$ cat src/rtl/irq_halt_pkg.sv
package irq_halt_pkg;
  typedef enum logic [2:0] {
    OP_OTHER = 3'd0,
    OP_DI    = 3'd1,
    OP_EI    = 3'd2,
    OP_RETI  = 3'd3,
    OP_HALT  = 3'd4
  } op_e;
endpackage

$ cat src/rtl/irq_pending.sv
module irq_pending #(
  parameter int NUM_IRQ = 8
) (
  input  logic [NUM_IRQ-1:0] ie_i,
  input  logic [NUM_IRQ-1:0] if_i,
  output logic               pending_o
);
  logic [NUM_IRQ-1:0] hit;
  for (genvar g = 0; g < NUM_IRQ; g++) begin : g_bit
    assign hit[g] = ie_i[g] & if_i[g];
  end
  assign pending_o = |hit;
endmodule

$ cat src/rtl/ime_ctrl.sv
module ime_ctrl
  import irq_halt_pkg::*;
(
  input  logic clk_i,
  input  logic rst_ni,
  input  logic retire_i,
  input  op_e  op_i,
  input  logic dispatch_i,
  output logic ime_o,
  output logic ime_nx_o
);
  logic ime_q, ei_q, ei_nx;

  always_comb begin
    ime_nx_o = ime_q;
    ei_nx    = ei_q;
    if (dispatch_i) begin
      ime_nx_o = 1'b0;
      ei_nx    = 1'b0;
    end else if (retire_i) begin
      unique case (op_i)
        OP_DI:   begin ime_nx_o = 1'b0;         ei_nx = 1'b0; end
        OP_EI:   begin ime_nx_o = ime_q | ei_q; ei_nx = 1'b1; end
        OP_RETI: begin ime_nx_o = 1'b1;         ei_nx = 1'b0; end
        default: begin ime_nx_o = ime_q | ei_q; ei_nx = 1'b0; end
      endcase
    end
  end

  always_ff @(posedge clk_i or negedge rst_ni) begin
    if (!rst_ni) begin
      ime_q <= 1'b0;
      ei_q  <= 1'b0;
    end else begin
      ime_q <= ime_nx_o;
      ei_q  <= ei_nx;
    end
  end

  assign ime_o = ime_q;

  a_r2_di_clears: assert property (@(posedge clk_i) disable iff (!rst_ni)
    retire_i && op_i == OP_DI |=> !ime_q && !ei_q);
  a_r4_reti_sets: assert property (@(posedge clk_i) disable iff (!rst_ni)
    retire_i && op_i == OP_RETI && !dispatch_i |=> ime_q);
  a_r6_dispatch_clears: assert property (@(posedge clk_i) disable iff (!rst_ni)
    dispatch_i |=> !ime_q && !ei_q);
  a_r3_ei_delayed: assert property (@(posedge clk_i) disable iff (!rst_ni)
    retire_i && op_i == OP_EI && !dispatch_i && !ime_q && !ei_q |=> !ime_q && ei_q);
endmodule

$ cat src/rtl/halt_ctrl.sv
module halt_ctrl (
  input  logic clk_i,
  input  logic rst_ni,
  input  logic retire_i,
  input  logic is_halt_i,
  input  logic ime_nx_i,
  input  logic pending_i,
  output logic halted_o,
  output logic pc_hold_o
);
  logic halted_q, hold_q;

  always_ff @(posedge clk_i or negedge rst_ni) begin
    if (!rst_ni) begin
      halted_q <= 1'b0;
      hold_q   <= 1'b0;
    end else begin
      if (halted_q && pending_i)
        halted_q <= 1'b0;
      else if (retire_i && is_halt_i && (ime_nx_i || !pending_i))
        halted_q <= 1'b1;
      if (retire_i)
        hold_q <= is_halt_i && !ime_nx_i && pending_i;
    end
  end

  assign halted_o  = halted_q;
  assign pc_hold_o = hold_q;

  a_r9_hold_excl: assert property (@(posedge clk_i) disable iff (!rst_ni)
    hold_q |-> !halted_q);
  a_r10_wake: assert property (@(posedge clk_i) disable iff (!rst_ni)
    halted_q && pending_i |=> !halted_q);
  a_r7_halt_enters: assert property (@(posedge clk_i) disable iff (!rst_ni)
    retire_i && is_halt_i && ime_nx_i && !halted_q |=> halted_q && !hold_q);
endmodule

$ cat src/rtl/irq_halt_ctrl.sv
module irq_halt_ctrl
  import irq_halt_pkg::*;
#(
  parameter int NUM_IRQ = 8
) (
  input  logic               clk_i,
  input  logic               rst_ni,
  input  logic               retire_i,
  input  logic [2:0]         op_i,
  input  logic               dispatch_i,
  input  logic [NUM_IRQ-1:0] ie_i,
  input  logic [NUM_IRQ-1:0] if_i,
  output logic               ime_o,
  output logic               halted_o,
  output logic               irq_req_o,
  output logic               pc_hold_o
);
  op_e  op;
  logic pending, ime_nx;

  assign op = op_e'(op_i);

  irq_pending #(.NUM_IRQ(NUM_IRQ)) u_pend (
    .ie_i(ie_i), .if_i(if_i), .pending_o(pending)
  );

  ime_ctrl u_ime (
    .clk_i(clk_i), .rst_ni(rst_ni), .retire_i(retire_i), .op_i(op),
    .dispatch_i(dispatch_i), .ime_o(ime_o), .ime_nx_o(ime_nx)
  );

  halt_ctrl u_halt (
    .clk_i(clk_i), .rst_ni(rst_ni), .retire_i(retire_i),
    .is_halt_i(op == OP_HALT), .ime_nx_i(ime_nx), .pending_i(pending),
    .halted_o(halted_o), .pc_hold_o(pc_hold_o)
  );

  assign irq_req_o = ime_o & pending;

  a_r8_no_req_ime_clear: assert property (@(posedge clk_i) disable iff (!rst_ni)
    !ime_o |-> !irq_req_o);
endmodule

$ cat config.mk
export PLATFORM = sky130hd
export DESIGN_NAME = irq_halt_ctrl
export DESIGN_NICKNAME = d
export VERILOG_FILES = /design/src/rtl/irq_halt_pkg.sv /design/src/rtl/irq_pending.sv /design/src/rtl/ime_ctrl.sv /design/src/rtl/halt_ctrl.sv /design/src/rtl/irq_halt_ctrl.sv
export SDC_FILE = /design/constraint.sdc
export NUM_CORES = 1
export LEC_CHECK = 0
export BUFFER_PORTS_ARGS = -buffer_cell sky130_fd_sc_hd__clkbuf_2
export CAP_MARGIN = 10
export CORE_AREA = 5 5 42 44
export DETAILED_ROUTE_END_ITERATION = 8
export DIE_AREA = 0 0 47 49
export SLEW_MARGIN = 25
export SYNTH_ARGS = -nofsm -noshare
export SYNTH_HDL_FRONTEND = slang
export SYNTH_HIERARCHICAL = 1
export SYNTH_SLANG_ARGS = --single-unit
$ cat constraint.sdc
create_clock -name clk_i -period 3.41 [get_ports clk_i]
set_clock_uncertainty 0.05 [all_clocks]
set_input_delay 0.341 -clock clk_i [delete_from_list [all_inputs] [get_ports clk_i]]
set_output_delay 0.341 -clock clk_i [all_outputs]
set_load 0.02 [all_outputs]
---- After elaboration in Yosys (flattened, before gate mapping) ----
Cells that the tools add are included.
storage, ports and cells
  word-level logic and storage cells ...... 37
  output and inout bits ................... 4
  register bits ........................... 4
operators by class
  eq/ne operators ......................... 4
  mux-type cells .......................... 8
  reductions and logical operators ........ 11
  bitwise logic cells ..................... 10
operator list
  kind                count
  $and 1x1->1         9
  $reduce_or 8->1     1
  $mux 1              7
  $eq 3x2->1 const B  2
  $logic_and 1x1->1   5
  $reduce_bool 2->1   2
  $eq 3x1->1 const B  1
  $eq 3x3->1 const B  1
  $logic_not 1->1     2
  $pmux 1 s2          1
  $logic_or 1x1->1    1
  $or 1x1->1          1

---- Longest topological paths before layout ----
Gate-level depths: netlist of the first run.
  depth in word-level cells ............... 8
  mapped depth ............................ 4
  mapped depth without buffers ............ 4

---- By module ----
Netlist of the first run, hierarchy kept.
modules (own cells, without submodules)
  module         seq. area each (µm²)  times used  area each (µm²)  cells an instance
  ime_ctrl       50.0                  1           115.1            10
  halt_ctrl      50.0                  1           91.3             8
  irq_pending    0.0                   1           36.3             5
  irq_halt_ctrl  0.0                   1           18.8             2

---- Worst setup path before layout of the first run ----
Ideal clock, no wire load.
  kind .................................... register to register
  start point ............................. register u_ime.ime_q, in the netlist u_ime/ime_o
  end point ............................... register u_halt.hold_q, in the netlist u_halt/pc_hold_o
  arrival ................................. 1.078 ns
  required time ........................... 3.233 ns
  period minus slack after synthesis ...... 1.255 ns
  setup slack ............................. 2.155 ns
  path buffers ............................ 0
  stages on the path, launching flop included .. 5
  cells stage by stage .................... dfrtp_1 nor2_1 a211oi_2 nand4b_1 o21ai_0
on the way
  cells in the longest elaborated chain, start to end .. 7
ends and longest elaborated chain
  element                             RTL line                        text
  start, declared                     ime_ctrl.sv:12                  logic ime_q, ei_q, ei_nx;
  start signal, assigned              ime_ctrl.sv:35                  ime_q <= ime_nx_o;
  $or 1x1->1                          ime_ctrl.sv:23, ime_ctrl.sv:25
  $pmux 1 s2                          ime_ctrl.sv:21                  unique case (op_i)
  $mux 1 (*)                          ime_ctrl.sv:20                  end else if (retire_i) begin
  $mux 1 (*)                          ime_ctrl.sv:17                  if (dispatch_i) begin
  named net ime_nx                    irq_halt_ctrl.sv:19             logic pending, ime_nx;
  $logic_not 1->1 (*)                 halt_ctrl.sv:23                 hold_q <= is_halt_i && !ime_nx_i && pending_i;
  $logic_and 1x1->1 (*) (2 in a row)  halt_ctrl.sv:23
  end signal, assigned                halt_ctrl.sv:23
  end, declared                       halt_ctrl.sv:11                 logic halted_q, hold_q;
Mark *: on every way through the listed nets, which the timed path passes. The rest lies on a longest branch.
A chain may end at the register's enable or synchronous reset.

---- Final worst setup path of the first run ----
  start point ............................. input ie_i[5]
  end point ............................... output irq_req_o
on the way
  cells in the longest elaborated chain, start to end .. 3
ends and longest elaborated chain
  element            RTL line             text
  start, declared    irq_halt_ctrl.sv:11  input logic [NUM_IRQ-1:0] ie_i,
  $and 1x1->1        irq_pending.sv:10    assign hit[g] = ie_i[g] & if_i[g];
  $reduce_or 8->1    irq_pending.sv:12    assign pending_o = |hit;
  named net pending  irq_halt_ctrl.sv:19
  $and 1x1->1        irq_halt_ctrl.sv:38  assign irq_req_o = ime_o & pending;
  end, declared      irq_halt_ctrl.sv:15  output logic irq_req_o,
The timed path passes the listed nets, and every way through them passes these cells.

==> results of run 1 <==
[worst max-delay path, cell delays in order]
cell,delay [ns]
clkbuf_2,0.08
a22oi_1,0.19
nand4_1,0.18
and2_1,0.18
clkbuf_2,0.15
[cell usage after synthesis]
library cell and instances:
a22oi_1 4, dfrtp_1 4, a21oi_1 3, nand2b_1 2
a211oi_2 1, and2_1 1, and4bb_1 1, inv_1 1
nand2b_4 1, nand4_1 1, nand4b_1 1, nand4bb_1 1
nor2_1 1, nor3b_2 1, o21ai_0 1, o21bai_1 1
[power breakdown]
group	total (µW)	internal, µW	switching (µW)
Clock	58.0	39.3	18.6
Sequential	50.4	49.4	1.00
Combinational	31.7	17.5	14.2
[layout make-up]
cell class	count	area (µm²)	share of cell area, %
repair buffers	27	140	31.5
multi-input cells	20	158	35.5
flip-flops and latches	4	100	22.5
clock buffers	3	22.5	5.07
well taps	16	20.0	4.51
inverters	1	3.75	0.845
[path summary, 6_finish.rpt]
path                                   from  slack (ns)               end
max in group asynchronous            rst_ni        2.78  u_halt/pc_hold_o
setup reg to reg                u_ime/ime_o        2.21  u_halt/pc_hold_o
min in group asynchronous            rst_ni        0.40       u_ime/ime_o
setup / recovery                    ie_i[5]        1.91         irq_req_o
hold reg to reg            u_halt/pc_hold_o        0.47  u_halt/pc_hold_o
hold / removal                   dispatch_i        0.23        u_ime/ei_q
[layout by cell type, fill, tap and decap left out]
cell type	instances
a211oi_2	1
a21oi_1	3
a22oi_1	4
and2_1	1
and4bb_1	1
clkbuf_2	26
clkbuf_4	3
dfrtp_1	4
dlygate4sd3_1	1
inv_1	1
nand2b_1	2
nand2b_4	1
nand4_1	1
nand4b_1	1
nand4bb_1	1
nor2_1	1
nor3b_2	1
o21ai_0	1
o21bai_1	1
[sequential cells by signal, indices dropped and copies added, names as in the netlist]
| name | flops |
|---|---|
| u_halt/pc_hold_o | 1 |
| u_halt/halted_o | 1 |
| u_ime/ei_q | 1 |
| u_ime/ime_o | 1 |
[per-stage QoR]
stage,std cells,setup slack [ns],power (µW)
after global placement,67,1.92,81.4
after floorplan,25,2.15,63.7
after CTS,71,1.91,145
after global routing,71,1.84,153
final,71,1.91,140
after detailed placement,67,1.91,82.1
[what timing repair did]
action | 4_1_cts | 5_1_grt
setup endpoints to repair | 0 | 0
hold endpoints to repair | 4 | 0
hold buffers | 1 | 0
setup buffers | 0 | 0
gates resized for setup | 0 | 0
[per-layer routing]
metal / vias up / GRT usage (%)
met5: - / 0
met4: 0 / 3.69
met3: 0 / 7.01
met2: 12 / 10.4
met1: 148 / 8.22
li1: 161 / -
[cells by family after synthesis]
family	synth area share, %
AO/OA/AOI/OAI	26.8
buffers and inverters	1.43
flip-flops	38.3
AND/OR/NAND/NOR	33.5
==> summary.md, run 1 <==
| Metric | Value |
|---|---|
| Number of global-route vias before repair | `310` |
| Total of fill cells in the finished design | `145` |
| Core Rows | `14` |
| GR Util All Layers | `7.77%` |
| Total die area | `~2300 µm²` |
| CTS tree | `built` |
| DRT antenna net count | `0` |
| Yosys warning count | `6` |
| Part of the Yosys area used for sequential elements | `a little under two fifths` |
| Cell count after synthesis | `25` |
| Num CTS Buffers | `3` |
| Share of the clock period used by the worst path after layout | `44.1%` |
| Met3 routed WL | `71 µm` |
| Fin. max-slew vios | `0` |
| Maximum net fanout on the critical path | `3` |
| Synthesized area | `about 260 µm²` |
| IO Count | `27` |
| First-pass GRT wire length | `1220 µm` |
| Via total after detailed routing | `roughly 320` |
| Initial Util | `between 10% and 20%` |
| First-pass DRT Iterations | `4` |
| Hold Slack | `0.225 ns` |
| Leading cell types by total area after synthesis | `dfrtp_1, a22oi_1, a21oi_1, nand2b_4, a211oi_2` |
| Critical path arrival | `1.11 ns` |
| Wl on met1 | `339 µm` |
| Cell taking the most area after synthesis | `dfrtp_1` |
| Max-slew headroom at the worst pin | `78.7%` |
| Number of I/O port buffers | `26` |
| Skew-Pair Late Insertion Delay | `0.23 ns` |
| Antenna diodes | `0` |
| Total wire length after detailed routing | `785 µm` |
| Area grow syn2layout | `69.9%` |
| Placement-stage cell area | `approximately 410 µm²` |
| Clock tree root buffer cell | `clkbuf_4` |
| Achievable clock frequency | `665 MHz` |
| Ratio of total power to cell area | `315 nW/µm²` |
| Type of the most critical hold path | `input pin to flop` |
| Setup-failing EPs final | `0` |
| Top Metal Used | `met3` |
| Final total negative setup slack | `0 ns` |
| Initial antenna violation count | `0` |
| CTS clock-pin slew for the worst setup and hold paths | `~0.040 ns` |
| Static Leakage | `0.000227 µW` |
| Half-perimeter wire length after placement | `~670 µm` |
| Status | `complete, no violations` |
| Number of hold-slack violations in the final timing report | `0` |
| GPL Wtd Cong | `0.735` |
| Actual transition at the worst max-transition pin | `0.320 ns` |
| Post-layout net count | `80` |
| Count of routing violations after the opening detailed-route iteration | `2` |
| Worst Setup Start Kind | `input pin` |
| # H-tree levels | `1` |
| Maximum VDD drop | `0.175 mV` |
| Clock net sink count | `4` |
| Type of element capturing the critical path | `output pin` |
| Fraction of final layout cells sized beyond drive strength 1 | `approximately 58%` |
| Cells on Worst Hold Path | `2` |
| Via-per-instance ratio | `between 4 and 5` |
| Distinct cell type count of the synthesized netlist | `16` |
| Shortest clock period the worst path allows after layout | `~1.5 ns` |
| Overall die width | `47 µm` |
| Synth top area share | `38.3%` |
| Req. time, crit path | `roughly 3.0 ns` |
| Pin count of the biggest net entering global routing | `8` |
| Post-synthesis area per instance | `10.5 µm²` |
| Die height | `49 µm` |
| Core area | `between 1000 and 1500 µm²` |
| Setup CP Type | `input pin to output pin` |
| Routed length per instance | `11.1 µm` |
| RSZ-0062 raised after global routing | `no` |
| Final non-filler cell area | `444 µm²` |
| Post-Route Utilization | `31.7%` |
| Met2 Wirelength | `374 µm` |
| DRC violation count after routing | `0` |
| Max-Cap Viols | `0` |
| Maximum clock insertion buffer count | `2` |
| Synthesized net count | `48` |
| Flop and latch count out of synthesis | `4` |
| Register-to-Register Path Depth | `4` |
| Remaining global-route overflow | `0` |
Power figures use the tool's default switching activity.
==> run 2, diff against run 1 <==
==> constraint.sdc (replaced) <==
create_clock -name clk_i -period 1.4 [get_ports clk_i]
set_clock_uncertainty 0.05 [all_clocks]
set_input_delay 0.14 -clock clk_i [delete_from_list [all_inputs] [get_ports clk_i]]
set_output_delay 0.14 -clock clk_i [all_outputs]
set_load 0.02 [all_outputs]
==> summary.md, run 2 (synthesis results as in run 1) <==
| Metric | Value |
|---|---|
| Status | `complete, no violations` |
| Core Rows | `14 (unchanged)` |
| Achievable clock frequency | `834 MHz` |
| Overall die width | `47 µm (unchanged)` |
| Worst Setup Start Kind | `flop` |
| Crit path cell chain | `o21bai_1 -> a211oi_2 -> nand4b_1 -> o21ai_0` |
| CTS clock-pin slew for the worst setup and hold paths | `0.04 ns (about the same)` |
| Share of the clock period used by the worst path after layout | `85.7%` |
| Clock net sink count | `4 (unchanged)` |
| Die height | `49 µm (unchanged)` |
| Type of the most critical hold path | `input pin to flop` |
| GR Util All Layers | `7.34% (-0.43 points)` |
| Number of hold-slack violations in the final timing report | `0 (unchanged)` |
| Postcts setup bufs | `0 (unchanged)` |
| Post-layout net count | `80 (unchanged)` |
| Final total negative setup slack | `0 ns (unchanged)` |
| Shortest clock period the worst path allows after layout | `1.20 ns` |
| Req. time, crit path | `1.46 ns (-1.56 ns)` |
| Pin count of the biggest net entering global routing | `8 (unchanged)` |
| Static Leakage | `0.000227 µW (unchanged)` |
| Initial antenna violation count | `0 (unchanged)` |
| Core area | `1400 µm² (unchanged)` |
| Commonest cells after routing, fill and taps aside | `clkbuf_2, dfrtp_1, a22oi_1` |
| Number of I/O port buffers | `26 (unchanged)` |
| GPL Wtd Cong | `0.691 (-5.9%)` |
| First-pass DRT Iterations | `4 (unchanged)` |
| Cell with the biggest individual delay on the critical path | `dfrtp_1` |
| # H-tree levels | `1 (unchanged)` |
| Clock tree root buffer cell | `clkbuf_4` |
| Initial Util | `18.7% (unchanged)` |
| Total wire length after detailed routing | `787 µm (+0.25%)` |
| Actual transition at the worst max-transition pin | `0.327 ns (+0.00780 ns)` |
| Setup CP Type | `flop to flop` |
| Via-per-instance ratio | `4.49 (-0.62%)` |
| Remaining global-route overflow | `0 (unchanged)` |
| Antenna diodes | `0 (unchanged)` |
| Kind of cell adding the most delay to the critical path | `compound AO/OA/AOI/OAI gates` |
| CTS tree | `built` |
| Number of global-route vias before repair | `311 (+0.32%)` |
| RSZ-0062 raised after global routing | `no` |
| Type of element capturing the critical path | `flop` |
| Buffers plus inverters on the worst setup path | `0 (-2)` |
| IO Count | `27 (unchanged)` |
| Via total after detailed routing | `319 (-0.62%)` |
| Max-slew headroom at the worst pin | `78.1% (-0.52 points)` |
| Fraction of final layout cells sized beyond drive strength 1 | `58.2% (unchanged)` |
| First-pass GRT wire length | `1180 µm (-3.4%)` |
| Max-Cap Viols | `0 (unchanged)` |
| Critical path arrival | `1.26 ns (+0.15 ns)` |
| Fin. max-slew vios | `0 (unchanged)` |
| DRT antenna net count | `0 (unchanged)` |
| Routed length per instance | `11.1 µm (+0.25%)` |
| Maximum single-stage delay on the critical path | `0.36 ns (+0.17 ns)` |
| Maximum VDD drop | `0.331 mV (+90%)` |
| Ratio of total power to cell area | `769 nW/µm² (+140%)` |
| Num CTS Buffers | `3 (unchanged)` |
| Half-perimeter wire length after placement | `696 µm (+4.2%)` |
| Maximum net fanout on the critical path | `4 (+1)` |
| Area grow syn2layout | `69.9% (unchanged)` |
| Final non-filler cell area | `444 µm² (unchanged)` |
| Placement-stage cell area | `412 µm² (unchanged)` |
| DRC violation count after routing | `0 (unchanged)` |
| Most common cell after layout, fill and taps aside | `clkbuf_2` |
| Skew-Pair Late Insertion Delay | `0.23 ns (about the same)` |
| Maximum clock insertion buffer count | `2 (unchanged)` |
| Setup-failing EPs final | `0 (unchanged)` |
| Total die area | `2300 µm² (unchanged)` |
| Count of routing violations after the opening detailed-route iteration | `6 (+4)` |
[run 2: routing by layer]
metal	global-route usage (%)	wire (µm)	vias up
li1	-	-	159
met1	7.30	304	146
met2	10.4	388	14
met3	5.90	93	0
met4	4.15	0	0
met5	0	0	-
[run 2: worst reg2reg max path, stage by stage, from the launching register on]
cell and delay (ns):
dfrtp_1 0.36, o21bai_1 0.08, a211oi_2 0.33, nand4b_1 0.16, o21ai_0 0.09
[run 2: path summary, 6_finish.rpt]
path                             startpoint               end  slack [ns]  cells after the start
max in group asynchronous            rst_ni  u_halt/pc_hold_o        0.98                      2
setup / recovery                u_ime/ime_o  u_halt/pc_hold_o        0.20                      4
hold / removal                   dispatch_i        u_ime/ei_q        0.02                      2
setup reg to reg                u_ime/ime_o  u_halt/pc_hold_o        0.20                      4
hold reg to reg            u_halt/pc_hold_o  u_halt/pc_hold_o        0.48                      2
min in group asynchronous            rst_ni       u_ime/ime_o        0.19                      2
[run 2: repair_timing]
item	in CTS	in global routing
hold buffers	1	0
setup endpoints to repair	0	0
endpoints found under the hold margin	4	0
resized for setup	0	0
[run 2: metrics by stage]
stage	util, %	instances	power [µW]	hold WS [ns]	worst slack, ns
2_1_floorplan	-	25	155	-0.206	0.145
5_1_grt	31.7	71	365	0.0211	0.0897
3_5_place_dp	29.4	67	200	-0.0964	0.182
6_report	31.7	71	342	0.0248	0.200
3_3_place_gp	29.4	67	199	-0.0951	0.214
4_1_cts	31.7	71	352	0.0169	0.176
[run 2: cell type report]
type                            instances  area, µm²
Tap cell                               16       20.0
Timing Repair Buffer                   27        140
Fill cell                             156        957
Inverter                                1       3.75
Sequential cell                         4        100
Clock buffer                            3       22.5
Multi-Input combinational cell         20        158
[run 2: report_power, final]
| group | switching (µW) | internal (µW) | total, µW |
|---|---|---|---|
| clock network | 46.2 | 95.8 | 142 |
| registers | 2.48 | 120 | 123 |
| logic | 34.2 | 42.5 | 76.7 |
| total | 82.9 | 259 | 342 |
==> run 3, diff against run 2 <==
--- a/config.mk
+++ b/config.mk
@@ -10,6 +10,7 @@
 export CORE_AREA = 5 5 42 44
 export DETAILED_ROUTE_END_ITERATION = 8
 export DIE_AREA = 0 0 47 49
+export PLACE_DENSITY = 0.53
 export SLEW_MARGIN = 25
 export SYNTH_ARGS = -nofsm -noshare
 export SYNTH_HDL_FRONTEND = slang
==> summary.md, run 3 (synthesis results as in run 1) <==
| Metric | Value |
|---|---|
| Status | `complete, no violations` |
| Total die area | `2300 µm² (unchanged)` |
| Switch share | `25.3% (+1.1 points)` |
| Num CTS Buffers | `3 (unchanged)` |
| DRT antenna net count | `0 (unchanged)` |
| Setup-failing EPs final | `0 (unchanged)` |
| Maximum net fanout on the critical path | `4 (unchanged)` |
| Clock net sink count | `4 (unchanged)` |
| First-pass DRT Iterations | `3 (-1)` |
| RSZ-0062 raised after global routing | `no` |
| Kind of cell adding the most delay to the critical path | `compound AO/OA/AOI/OAI gates` |
| Static Leakage | `0.000227 µW (unchanged)` |
| Skew-Pair Late Insertion Delay | `0.24 ns (about the same)` |
| Max-Cap Viols | `0 (unchanged)` |
| Postcts setup bufs | `0 (unchanged)` |
| First-pass GRT wire length | `1320 µm (+12%)` |
| Routed length per instance | `11.2 µm (+1.4%)` |
| # H-tree levels | `1 (unchanged)` |
| Post-layout net count | `80 (unchanged)` |
| Cell with the biggest individual delay on the critical path | `dfrtp_1` |
| Buffers plus inverters on the worst setup path | `0 (unchanged)` |
| DRC violation count after routing | `0 (unchanged)` |
| Hold Slack | `0.0192 ns (-0.00561 ns)` |
| PnR Total Power | `347 µW (+1.5%)` |
| Number of global-route vias before repair | `324 (+4.2%)` |
| Fin. max-slew vios | `0 (unchanged)` |
| Final std cells w/o fill | `71 (unchanged)` |
| Initial Util | `18.7% (unchanged)` |
| DP Cell Count | `67 (unchanged)` |
| Net switching power figure | `87.8 µW (+6.0%)` |
| Achievable clock frequency | `830 MHz (-0.49%)` |
| Ratio of total power to cell area | `781 nW/µm² (+1.5%)` |
| Area grow syn2layout | `69.9% (unchanged)` |
| Post-Route Utilization | `31.7% (unchanged)` |
| Crit path cell chain | `nor2_1 -> a211oi_2 -> nand4b_1 -> o21ai_0` |
| Remaining global-route overflow | `0 (unchanged)` |
| GPL Wtd Cong | `0.672 (-2.8%)` |
| Type of element capturing the critical path | `flop` |
| Count of routing violations after the opening detailed-route iteration | `12 (+6)` |
| Critical path arrival | `1.27 ns (about the same)` |
| CTS clock-pin slew for the worst setup and hold paths | `0.04 ns (about the same)` |
| Number of I/O port buffers | `26 (unchanged)` |
| Fraction of final layout cells sized beyond drive strength 1 | `58.2% (unchanged)` |
| Total of fill cells in the finished design | `169 (+8.3%)` |
| GR Util All Layers | `8.13% (+0.79 points)` |
| Share of the clock period used by the worst path after layout | `86.1% (+0.42 points)` |
| Worst reg2reg setup slack | `0.19 ns (about the same)` |
| Clock power share | `42.4% (+0.8 points)` |
| Clock tree root buffer cell | `clkbuf_4` |
| Initial antenna violation count | `0 (unchanged)` |
| Overall die width | `47 µm (unchanged)` |
| Worst Setup Start Kind | `flop` |
| Core area | `1400 µm² (unchanged)` |
| Total wire length after detailed routing | `798 µm (+1.4%)` |
| Pin count of the biggest net entering global routing | `8 (unchanged)` |
| Most common cell after layout, fill and taps aside | `clkbuf_2` |
| Via total after detailed routing | `309 (-3.1%)` |
| Req. time, crit path | `1.47 ns (about the same)` |
| Half-perimeter wire length after placement | `692 µm (-0.63%)` |
| Type of the most critical hold path | `input pin to flop` |
| Final total negative setup slack | `0 ns (unchanged)` |
| Internal power contribution | `259 µW (about the same)` |
| Maximum clock insertion buffer count | `2 (unchanged)` |
| Max-slew headroom at the worst pin | `78.0% (-0.12 points)` |
| Combinational group share of total power | `22.1% (-0.4 points)` |
| Die height | `49 µm (unchanged)` |
| Setup CP Type | `flop to flop` |
| Core Rows | `14 (unchanged)` |
| Maximum VDD drop | `0.303 mV (-8.6%)` |
| Actual transition at the worst max-transition pin | `0.329 ns (+0.00181 ns)` |
| Maximum single-stage delay on the critical path | `0.38 ns (+0.02 ns)` |
| Shortest clock period the worst path allows after layout | `1.21 ns (+0.00587 ns)` |
| CTS tree | `built` |
| Fraction of power consumed by sequential logic | `35.5% (-0.5 points)` |
| Number of hold-slack violations in the final timing report | `0 (unchanged)` |
| Commonest cells after routing, fill and taps aside | `clkbuf_2, dfrtp_1, a22oi_1` |
| Via-per-instance ratio | `4.35 (-3.1%)` |
| Antenna diodes | `0 (unchanged)` |
| IO Count | `27 (unchanged)` |
[run 3: area by class of cell]
class / instances / area [µm²] / share of cell area [%]
clock buffers: 3 / 22.5 / 5.07
inverters: 1 / 3.75 / 0.845
multi-input cells: 20 / 158 / 35.5
flip-flops and latches: 4 / 100 / 22.5
well taps: 16 / 20.0 / 4.51
repair buffers: 27 / 140 / 31.5
[run 3: worst reg2reg max path, cell delays in order (launching register included)]
cell and delay (ns):
dfrtp_1 0.38, nor2_1 0.08, a211oi_2 0.35, nand4b_1 0.16, o21ai_0 0.08
[run 3: layer usage]
metal | vias up | part of all wire [%] | global-route usage, %
met1 | 138 | 42 | 9.78
met5 | - | 0 | 0
met4 | 0 | 2.0 | 5.53
li1 | 159 | - | -
met2 | 10 | 47 | 11.1
met3 | 2 | 8.5 | 3.69
[run 3: power groups by stage]
stage	registers, µW	clock network (µW)	logic, µW
6_report	123	147	76.7
5_1_grt	124	160	84.9
4_1_cts	123	153	77.9
3_5_place_dp	125	0	75.6
3_3_place_gp	125	0	74.7
2_1_floorplan	129	0	26.5
[run 3: timing repair]
item,in CTS,in global routing
resized for setup,0,0
setup endpoints to repair,0,0
hold endpoints to repair,4,0
hold buffers,1,0
[run 3: path summary, 6_finish.rpt]
check	to	from	cells past startpoint
worst max-delay path	u_halt/pc_hold_o	u_ime/ime_o	4
worst min-delay path	u_ime/ei_q	dispatch_i	2
worst max register to register	u_halt/pc_hold_o	u_ime/ime_o	4
worst min register to register	u_halt/pc_hold_o	u_halt/pc_hold_o	2
max in group asynchronous	u_ime/ime_o	rst_ni	2
min in group asynchronous	u_halt/pc_hold_o	rst_ni	2
[run 3: stage by stage]
stage                     instance area, µm²  setup WS [ns]
after global placement                   412          0.181
final                                    444          0.195
after CTS                                444          0.174
after detailed placement                 412          0.161
after floorplan                          262          0.145
after global routing                     444         0.0471
